==> config.mk <==
export PLATFORM = sky130hd
export DESIGN_NAME = pin_drive_bank
export DESIGN_NICKNAME = d
export VERILOG_FILES = /design/src/rtl/pin_bank_pkg.sv /design/src/rtl/pin_bank_decode.sv /design/src/rtl/pin_bank_next.sv /design/src/rtl/pin_bank_gate.sv /design/src/rtl/pin_drive_bank.sv
export SDC_FILE = /design/constraint.sdc
export NUM_CORES = 1
export LEC_CHECK = 0
export BUFFER_PORTS_ARGS = -buffer_cell sky130_fd_sc_hd__buf_2
export CAP_MARGIN = 5
export CELL_PAD_IN_SITES_DETAIL_PLACEMENT = 1
export CELL_PAD_IN_SITES_GLOBAL_PLACEMENT = 2
export CORE_ASPECT_RATIO = 0.7
export CORE_UTILIZATION = 29
export DETAILED_ROUTE_END_ITERATION = 8
export PLACE_DENSITY_LB_ADDON = 0.3
export RECOVER_POWER = 100
export SLEW_MARGIN = 20
export SYNTH_ARGS = -nofsm -noshare
export SYNTH_HDL_FRONTEND = slang
export SYNTH_HIERARCHICAL = 1
export SYNTH_SLANG_ARGS = --single-unit
==> constraint.sdc <==
create_clock -name clk -period 3.13 [get_ports clk]
set_clock_uncertainty 0.1 [all_clocks]
set_input_delay 0.626 -clock clk [delete_from_list [all_inputs] [get_ports clk]]
set_output_delay 0.626 -clock clk [all_outputs]
set_load 0.05 [all_outputs]
==> src/rtl/pin_bank_pkg.sv <==
package pin_bank_pkg;
    timeunit 1ns;
    timeprecision 100ps;

    // kind of bus access selected by the word address
    typedef enum logic [2:0] {
        OP_NONE,
        OP_DATA,
        OP_SETCLR,
        OP_CLR,
        OP_GATE,
        OP_COND
    } op_kind_t;

    // access gate states
    typedef enum logic {
        GATE_OFF = 1'b0,
        GATE_ON  = 1'b1
    } gate_state_t;
endpackage

==> src/rtl/pin_bank_decode.sv <==
module pin_bank_decode
    import pin_bank_pkg::*;
#(
    parameter int ADDR_W = 4
) (
    input  logic [ADDR_W-1:0] addr,
    output op_kind_t          op,
    output logic              may_touch_ones,
    output logic              may_touch_zeros
);
    timeunit 1ns;
    timeprecision 100ps;

    localparam logic [ADDR_W-1:0] W_DATA   = ADDR_W'(0);
    localparam logic [ADDR_W-1:0] W_SETCLR = ADDR_W'(1);
    localparam logic [ADDR_W-1:0] W_CLR    = ADDR_W'(2);
    localparam logic [ADDR_W-1:0] W_GATE   = ADDR_W'(3);
    // alias group: upper address bits equal 1 followed by zeros
    localparam logic [ADDR_W-3:0] COND_BASE = (ADDR_W-2)'(1) << (ADDR_W-3);

    always_comb begin
        op              = OP_NONE;
        may_touch_ones  = 1'b0;
        may_touch_zeros = 1'b0;
        if (addr == W_DATA) begin
            op = OP_DATA;
        end else if (addr == W_SETCLR) begin
            op = OP_SETCLR;
        end else if (addr == W_CLR) begin
            op = OP_CLR;
        end else if (addr == W_GATE) begin
            op = OP_GATE;
        end else if (addr[ADDR_W-1:2] == COND_BASE) begin
            op              = OP_COND;
            may_touch_ones  = addr[1];
            may_touch_zeros = addr[0];
        end
    end
endmodule

==> src/rtl/pin_bank_next.sv <==
module pin_bank_next
    import pin_bank_pkg::*;
#(
    parameter int PINS   = 16,
    parameter int DATA_W = 32
) (
    input  op_kind_t          op,
    input  logic              may_touch_ones,
    input  logic              may_touch_zeros,
    input  logic [PINS-1:0]   cur,
    input  logic [DATA_W-1:0] wdata,
    output logic [PINS-1:0]   nxt
);
    timeunit 1ns;
    timeprecision 100ps;

    logic [PINS-1:0] lo_half;
    logic [PINS-1:0] hi_half;
    logic [PINS-1:0] cond_mask;

    assign lo_half = wdata[PINS-1:0];
    assign hi_half = wdata[2*PINS-1:PINS];

    // pins an alias write is allowed to alter, chosen by their present level
    assign cond_mask = ({PINS{may_touch_ones}} & cur) | ({PINS{may_touch_zeros}} & ~cur);

    always_comb begin
        unique case (op)
            OP_DATA:   nxt = lo_half;
            OP_SETCLR: nxt = (cur & ~hi_half) | lo_half;   // set bit dominates
            OP_CLR:    nxt = cur & ~lo_half;
            OP_COND:   nxt = (cur & ~cond_mask) | (lo_half & cond_mask);
            default:   nxt = cur;
        endcase
    end
endmodule

==> src/rtl/pin_bank_gate.sv <==
module pin_bank_gate
    import pin_bank_pkg::*;
(
    input  logic clk,
    input  logic rst,
    input  logic gate_wr,
    input  logic gate_val,
    output logic gate_on
);
    timeunit 1ns;
    timeprecision 100ps;

    gate_state_t state_q;
    gate_state_t state_d;

    always_comb begin
        state_d = state_q;
        unique case (state_q)
            GATE_OFF: if (gate_wr && gate_val)  state_d = GATE_ON;
            GATE_ON:  if (gate_wr && !gate_val) state_d = GATE_OFF;
            default:  state_d = GATE_OFF;
        endcase
    end

    always_ff @(posedge clk) begin
        if (rst) state_q <= GATE_OFF;
        else     state_q <= state_d;
    end

    always_comb begin
        unique case (state_q)
            GATE_ON: gate_on = 1'b1;
            default: gate_on = 1'b0;
        endcase
    end
endmodule

==> src/rtl/pin_drive_bank.sv <==
module pin_drive_bank
    import pin_bank_pkg::*;
#(
    parameter int PINS   = 16,
    parameter int DATA_W = 32,
    parameter int ADDR_W = 4
) (
    input  logic              clk,
    input  logic              rst,
    input  logic [ADDR_W-1:0] bus_addr,
    input  logic              bus_we,
    input  logic [DATA_W-1:0] bus_wdata,
    output logic [DATA_W-1:0] bus_rdata,
    output logic [PINS-1:0]   pin_out
);
    timeunit 1ns;
    timeprecision 100ps;

    op_kind_t        op;
    logic            touch_ones;
    logic            touch_zeros;
    logic            gate_on;
    logic [PINS-1:0] pins_q;
    logic [PINS-1:0] pins_d;
    logic            pin_wr;

    pin_bank_decode #(.ADDR_W(ADDR_W)) u_decode (
        .addr            (bus_addr),
        .op              (op),
        .may_touch_ones  (touch_ones),
        .may_touch_zeros (touch_zeros)
    );

    pin_bank_gate u_gate (
        .clk      (clk),
        .rst      (rst),
        .gate_wr  (bus_we && (op == OP_GATE)),
        .gate_val (bus_wdata[0]),
        .gate_on  (gate_on)
    );

    pin_bank_next #(.PINS(PINS), .DATA_W(DATA_W)) u_next (
        .op              (op),
        .may_touch_ones  (touch_ones),
        .may_touch_zeros (touch_zeros),
        .cur             (pins_q),
        .wdata           (bus_wdata),
        .nxt             (pins_d)
    );

    assign pin_wr = bus_we && gate_on;

    always_ff @(posedge clk) begin
        if (rst)         pins_q <= '0;
        else if (pin_wr) pins_q <= pins_d;
    end

    always_comb begin
        bus_rdata = '0;
        if (gate_on) begin
            unique case (op)
                OP_DATA: bus_rdata[PINS-1:0] = pins_q;
                OP_GATE: bus_rdata[0]        = 1'b1;
                default: bus_rdata           = '0;
            endcase
        end
    end

    assign pin_out = pins_q;
endmodule

Word level (Yosys, flattened, before mapping)
Cells that the tools add are included.
{"block": "classes", "n_lt_le_gt_ge": 0, "reduce_logical": 8, "shift": 0, "bitwise": 14, "add_sub_neg": 0, "div_mod_pow": 0, "multipliers": 0, "mux": 23, "n_eq_ne": 9}
{"cell": "16-bit AND", "n": 6}
{"cell": "16-bit inverter", "n": 4}
{"cell": "16-bit one-hot mux with 4 select lines", "n": 1}
{"cell": "16-bit OR", "n": 3}
{"cell": "16-bit 2-to-1 mux", "n": 1}
{"cell": "15-bit 2-to-1 mux", "n": 1}
{"cell": "3-bit 2-to-1 mux", "n": 5}
{"cell": "1-bit 2-to-1 mux", "n": 13}
{"cell": "4-bit by 2-bit == test with 1-bit output (second input constant)", "n": 2}
{"cell": "3-bit by 2-bit == test with 1-bit output (second input constant)", "n": 2}
{"cell": "3-bit == test (second input constant)", "n": 2}
{"cell": "4-bit by 1-bit == test with 1-bit output (second input constant)", "n": 1}
{"cell": "1-bit logical AND", "n": 4}
{"cell": "4-bit logical NOT", "n": 1}
{"cell": "1-bit one-hot mux with 2 select lines", "n": 2}
{"cell": "4-bit nonzero test", "n": 1}
{"cell": "3-bit by 1-bit == test with 1-bit output (second input constant)", "n": 1}
{"cell": "2-bit == test (second input constant)", "n": 1}
{"cell": "2-bit AND reduction", "n": 1}
{"cell": "1-bit logical NOT", "n": 1}
{"cell": "1-bit inverter", "n": 1}
{"block": "word_totals", "latchBits": 0, "elab_cells": 56, "romBits": 0, "mem_bits_rw": 0, "inputBits": 39, "ff_bits": 17, "mem_count": 0}

Logic depth before layout (Yosys ltp)
{"block": "depth", "depth_word": 12, "mapped_depth": 11}

Modules after synthesis
Netlist, hierarchy kept.
{"mod": "pin_bank_next", "seq_area_each_um2": 0.0, "cells_each": 147, "instances": 1, "area_per_inst_um2": 1128.6}
{"mod": "pin_drive_bank", "seq_area_each_um2": 320.3, "cells_each": 113, "instances": 1, "area_per_inst_um2": 994.7}
{"mod": "pin_bank_decode", "seq_area_each_um2": 0.0, "cells_each": 8, "instances": 1, "area_per_inst_um2": 51.3}
{"mod": "pin_bank_gate", "seq_area_each_um2": 20.0, "cells_each": 3, "instances": 1, "area_per_inst_um2": 33.8}

Least setup slack after synthesis
No wires, ideal clock.
{"block": "synth_path", "kind": "input to output", "startpoint": "input bus_addr[0]", "endpoint": "output bus_rdata[0]", "arrival_time_ps": 1793, "slack_ps": 611, "path_stages": 4, "t_required_ps": 2404, "path_cell_list": "xnor2_1 > nor3_2 > nand2b_1 > a21oi_1"}
{"block": "synth_between", "elab_chain_len": 8, "word_cells_on_any_way": 12}
{"item": "from (decl)", "line": "pin_drive_bank.sv:10", "rtl": "input logic [ADDR_W-1:0] bus_addr,"}
{"item": "4-bit by 2-bit == test with 1-bit output", "line": "pin_bank_decode.sv:31", "rtl": "end else if (addr == W_GATE) begin"}
{"item": "3-bit 2-to-1 mux", "line": "pin_bank_decode.sv:31"}
{"item": "3-bit 2-to-1 mux", "line": "pin_bank_decode.sv:29", "rtl": "end else if (addr == W_CLR) begin"}
{"item": "3-bit 2-to-1 mux", "line": "pin_bank_decode.sv:27", "rtl": "end else if (addr == W_SETCLR) begin"}
{"item": "3-bit 2-to-1 mux *", "line": "pin_bank_decode.sv:25", "rtl": "if (addr == W_DATA) begin"}
{"item": "named net op[1]", "line": "pin_drive_bank.sv:19", "rtl": "op_kind_t op;"}
{"item": "3-bit == test / 3-bit by 1-bit == test with 1-bit output (equally long branches)", "line": "pin_drive_bank.sv:61", "rtl": "unique case (op)"}
{"item": "1-bit one-hot mux with 2 select lines *", "line": "pin_drive_bank.sv:61"}
{"item": "16-bit 2-to-1 mux *", "line": "pin_drive_bank.sv:60", "rtl": "if (gate_on) begin"}
{"item": "to (decl)", "line": "pin_drive_bank.sv:13", "rtl": "output logic [DATA_W-1:0] bus_rdata,"}
The timed path passes the listed nets; every way through them passes the cells marked *.

Worst setup path after layout
{"block": "layout_path", "startpoint": "input bus_addr[0]", "endpoint": "output bus_rdata[8]"}
{"block": "layout_between", "elab_chain_len": 8, "word_cells_on_any_way": 11}
{"item": "4-bit by 2-bit == test with 1-bit output", "line": "pin_bank_decode.sv:31"}
{"item": "3-bit 2-to-1 mux", "line": "pin_bank_decode.sv:31"}
{"item": "3-bit 2-to-1 mux", "line": "pin_bank_decode.sv:29"}
{"item": "3-bit 2-to-1 mux", "line": "pin_bank_decode.sv:27"}
{"item": "3-bit 2-to-1 mux *", "line": "pin_bank_decode.sv:25"}
{"item": "named net op[1]", "line": "pin_drive_bank.sv:19"}
{"item": "3-bit by 1-bit == test with 1-bit output *", "line": "pin_drive_bank.sv:61"}
{"item": "15-bit 2-to-1 mux *", "line": "pin_drive_bank.sv:61"}
{"item": "16-bit 2-to-1 mux *", "line": "pin_drive_bank.sv:60"}
Marked as above.

==> reports/results.txt <==
Initial Util = 30.2%
First-pass DRT Iterations = 4
Post-detail-place hpwl = 5.13 mm
Largest family of logic cells by synthesized area = compound AO/OA/AOI/OAI gates
DRC viols = 0
CP max FO = 15
Antenna violations before repair = 0
CTS root buffer = clkbuf_8
FF+latch area = 340 sq um
Synth Area in Compound Gates = 34.7%
Post-CTS sizing = 0
Fin area = 2480 sq um
CP startpoint = bus_addr[0]
Synth Area in XOR/XNOR = 0.397%
CORE AREA = 7320 sq um
Clk_lat worst skew = 0.24 ns
Worst EP arrival = 2.11 ns
Post-Syn Area = 2210 sq um
Hold depth = 2
Worst VDD drop = 0.000208 V
Diodes inserted = 0
Fin. max-slew vios = 0
Worst Max-Slew Pin Slew = 0.600 ns
CTS tree = done
Max reg flops = 16
Clock Path Buffers = 2
CTS H-tree lvls = 1
Crit path kind = input port to primary output
Setup crit end kind = primary output
DRT antenna net count = 0
Worst r2r src = pin_out[3]
Reg2Reg Setup Slack = 1.55 ns
First-pass GRT wire length = 10.6 mm
Net Sw Frac = 37.1%
Seq/Total Area, Yosys = 15.4%
Cell count of the worst reg-to-reg path = 5
GRT overflow = 0
Post-Syn Instances = 271
Share of cells above drive strength 1 = 26.2%
Pwr/cell area = 253 nW/um^2
RSZ-0062 raised after global routing = false
Die Ht = 75.0 microns
Total CTS buffers = 3
Area grow syn2layout = 12.5%
Internal Power = 396 uW
Distinct cells, synth = 31
Slew headroom = 60.2%
Switching pwr = 233 uW
Row count = 26
Utilization after layout = 33.9%
Post-synthesis mux area share = 7.71%
Critical path launch point type = input port
Syn. warnings = 6
Placed cell area = 2470 sq um
Nets = 365
Area share of fa/ha/maj cells after synthesis = 0%
Min cycle time layout = 2.84 ns
Clock share of power = 25.0%
Worst EP required = 2.40 ns
Synth Register Bits = 17
Fin Setup TNS = 0 ns
GRT Resource Usage Total = 17.0%
Footprint of the multi-input gates = 1610 sq um
# fillers = 936
Final hold violations = 0
Pleak = 0.000930 uW
Outcome = complete, no violations
Fmax = 353 MHz
Die Wd = 106 microns
Synth Area in Simple Gates = 27.3%
Reg clk slew, reported paths = 0.06 ns
Via-per-instance ratio = 4.95
Worst min path class = flip-flop to flip-flop
Tcrit/Tclk final = 90.6%
Hold_buf cts = 0
Port buffer count = 70
Vias in the first global route = 1,909
Wire per inst = 16.2 microns
Sequential Power Share = 35.3%
Via count = 2,092
Final Wtd Congestion = 0.787
TritonCTS sink count = 17
Syn Area/Cell = 8.15 sq um
Hold path startpoint = pin_out[1]
Maxcap violations = 0
Die area = 7970 sq um
Combinational power share = 39.7%
Num ports = 87
Total wire length = 6.85 mm
Largest net degree at the start of global routing = 35
# setup viols final = 0
Drt first-iter violations = 70
Setup repair bufs after CTS = 0
-- layout make-up --
type,instances,area share (%)
Clock buffer,4,1.81
Inverter,1,0.151
Multi-Input combinational cell,227,64.7
Sequential cell,17,13.7
Tap cell,98,4.94
Timing Repair Buffer,76,14.7
-- cell usage in the layout (no fill, tap or decap), drive strengths merged --
cell type and count:
nand3b 2, nor3b 3, nor2b 28, nor2 2, a21oi 35, o32ai 16, inv 1, clkbuf 36
buf 44, xnor2 1, and2b 4, conb 16, nand2 2, nand2b 20, and2 15, nand3 16
nor3 1, a211oi 16, mux2i 17, o21a 16, dfxtp 17, and4bb 1, a21bo 16
-- final timing paths --
| path | end |
|---|---|
| max reg2reg | pin_out[3] |
| min | pin_out[1] |
| max | bus_rdata[8] |
| min reg2reg | pin_out[1] |
-- synthesized netlist by cell type, drive strengths merged --
cell	number	share of area, %
nor2b	28	7.9
nand2	2	0.34
nand3b	2	1.2
a21bo	16	7.3
o32ai	16	6.3
xnor2	1	0.40
and2	15	4.2
mux2i	17	7.7
o21a	16	5.4
nand2b	20	6.0
nor3	1	0.45
conb	1	0.17
dfxtp	17	15
and4bb	1	0.74
a211oi	16	7.7
and2b	4	1.4
buf	37	13
clkbuf	4	0.74
a21oi	35	7.9
nand3	16	3.6
nor2	2	0.34
nor3b	3	1.0
inv	1	0.17
-- worst max-delay path, stage by stage --
cell and delay (ns):
clkbuf_1 0.11, xnor2_1 0.22, nor3_2 0.11, and4bb_4 0.42, and2_1 0.15, clkbuf_1 0.46
-- layer usage --
| layer | up-vias | GRT usage (%) | share of wire, % |
|---|---|---|---|
| met5 | - | 0 | 0 |
| met4 | 0 | 2.47 | 0.42 |
| met3 | 2 | 1.39 | 4.1 |
| met2 | 39 | 25.5 | 41 |
| met1 | 995 | 26.7 | 54 |
| li1 | 1056 | - | - |
-- kinds of logic after synthesis --
| kind of cell | count (synthesis) |
|---|---|
| other | 1 |
| AOI/OAI and AO/OA | 99 |
| and+or+nand+nor | 94 |
| xor gates and xnor gates | 1 |
| muxes | 17 |
| DFF | 17 |
| buffers and inverters | 42 |
-- power by group through the flow --
stage	logic (uW)	clock network (uW)	registers, uW
3_5_place_dp	251	0	227
6_report	250	157	222
5_1_grt	271	170	222
3_3_place_gp	249	0	227
2_1_floorplan	203	0	231
4_1_cts	251	162	222
-- per-stage QoR --
step / setup WS, ns / power, uW / std cells / hold slack, ns
after global routing: 0.182 / 663 / 423 / 0.599
final: 0.294 / 629 / 423 / 0.560
after global placement: 0.491 / 475 / 419 / 0.548
after detailed placement: 0.399 / 477 / 419 / 0.552
after CTS: 0.405 / 636 / 423 / 0.555
after floorplan: 0.611 / 435 / 286 / 0.384
No activity file was read; power rests on OpenSTA's default activity.
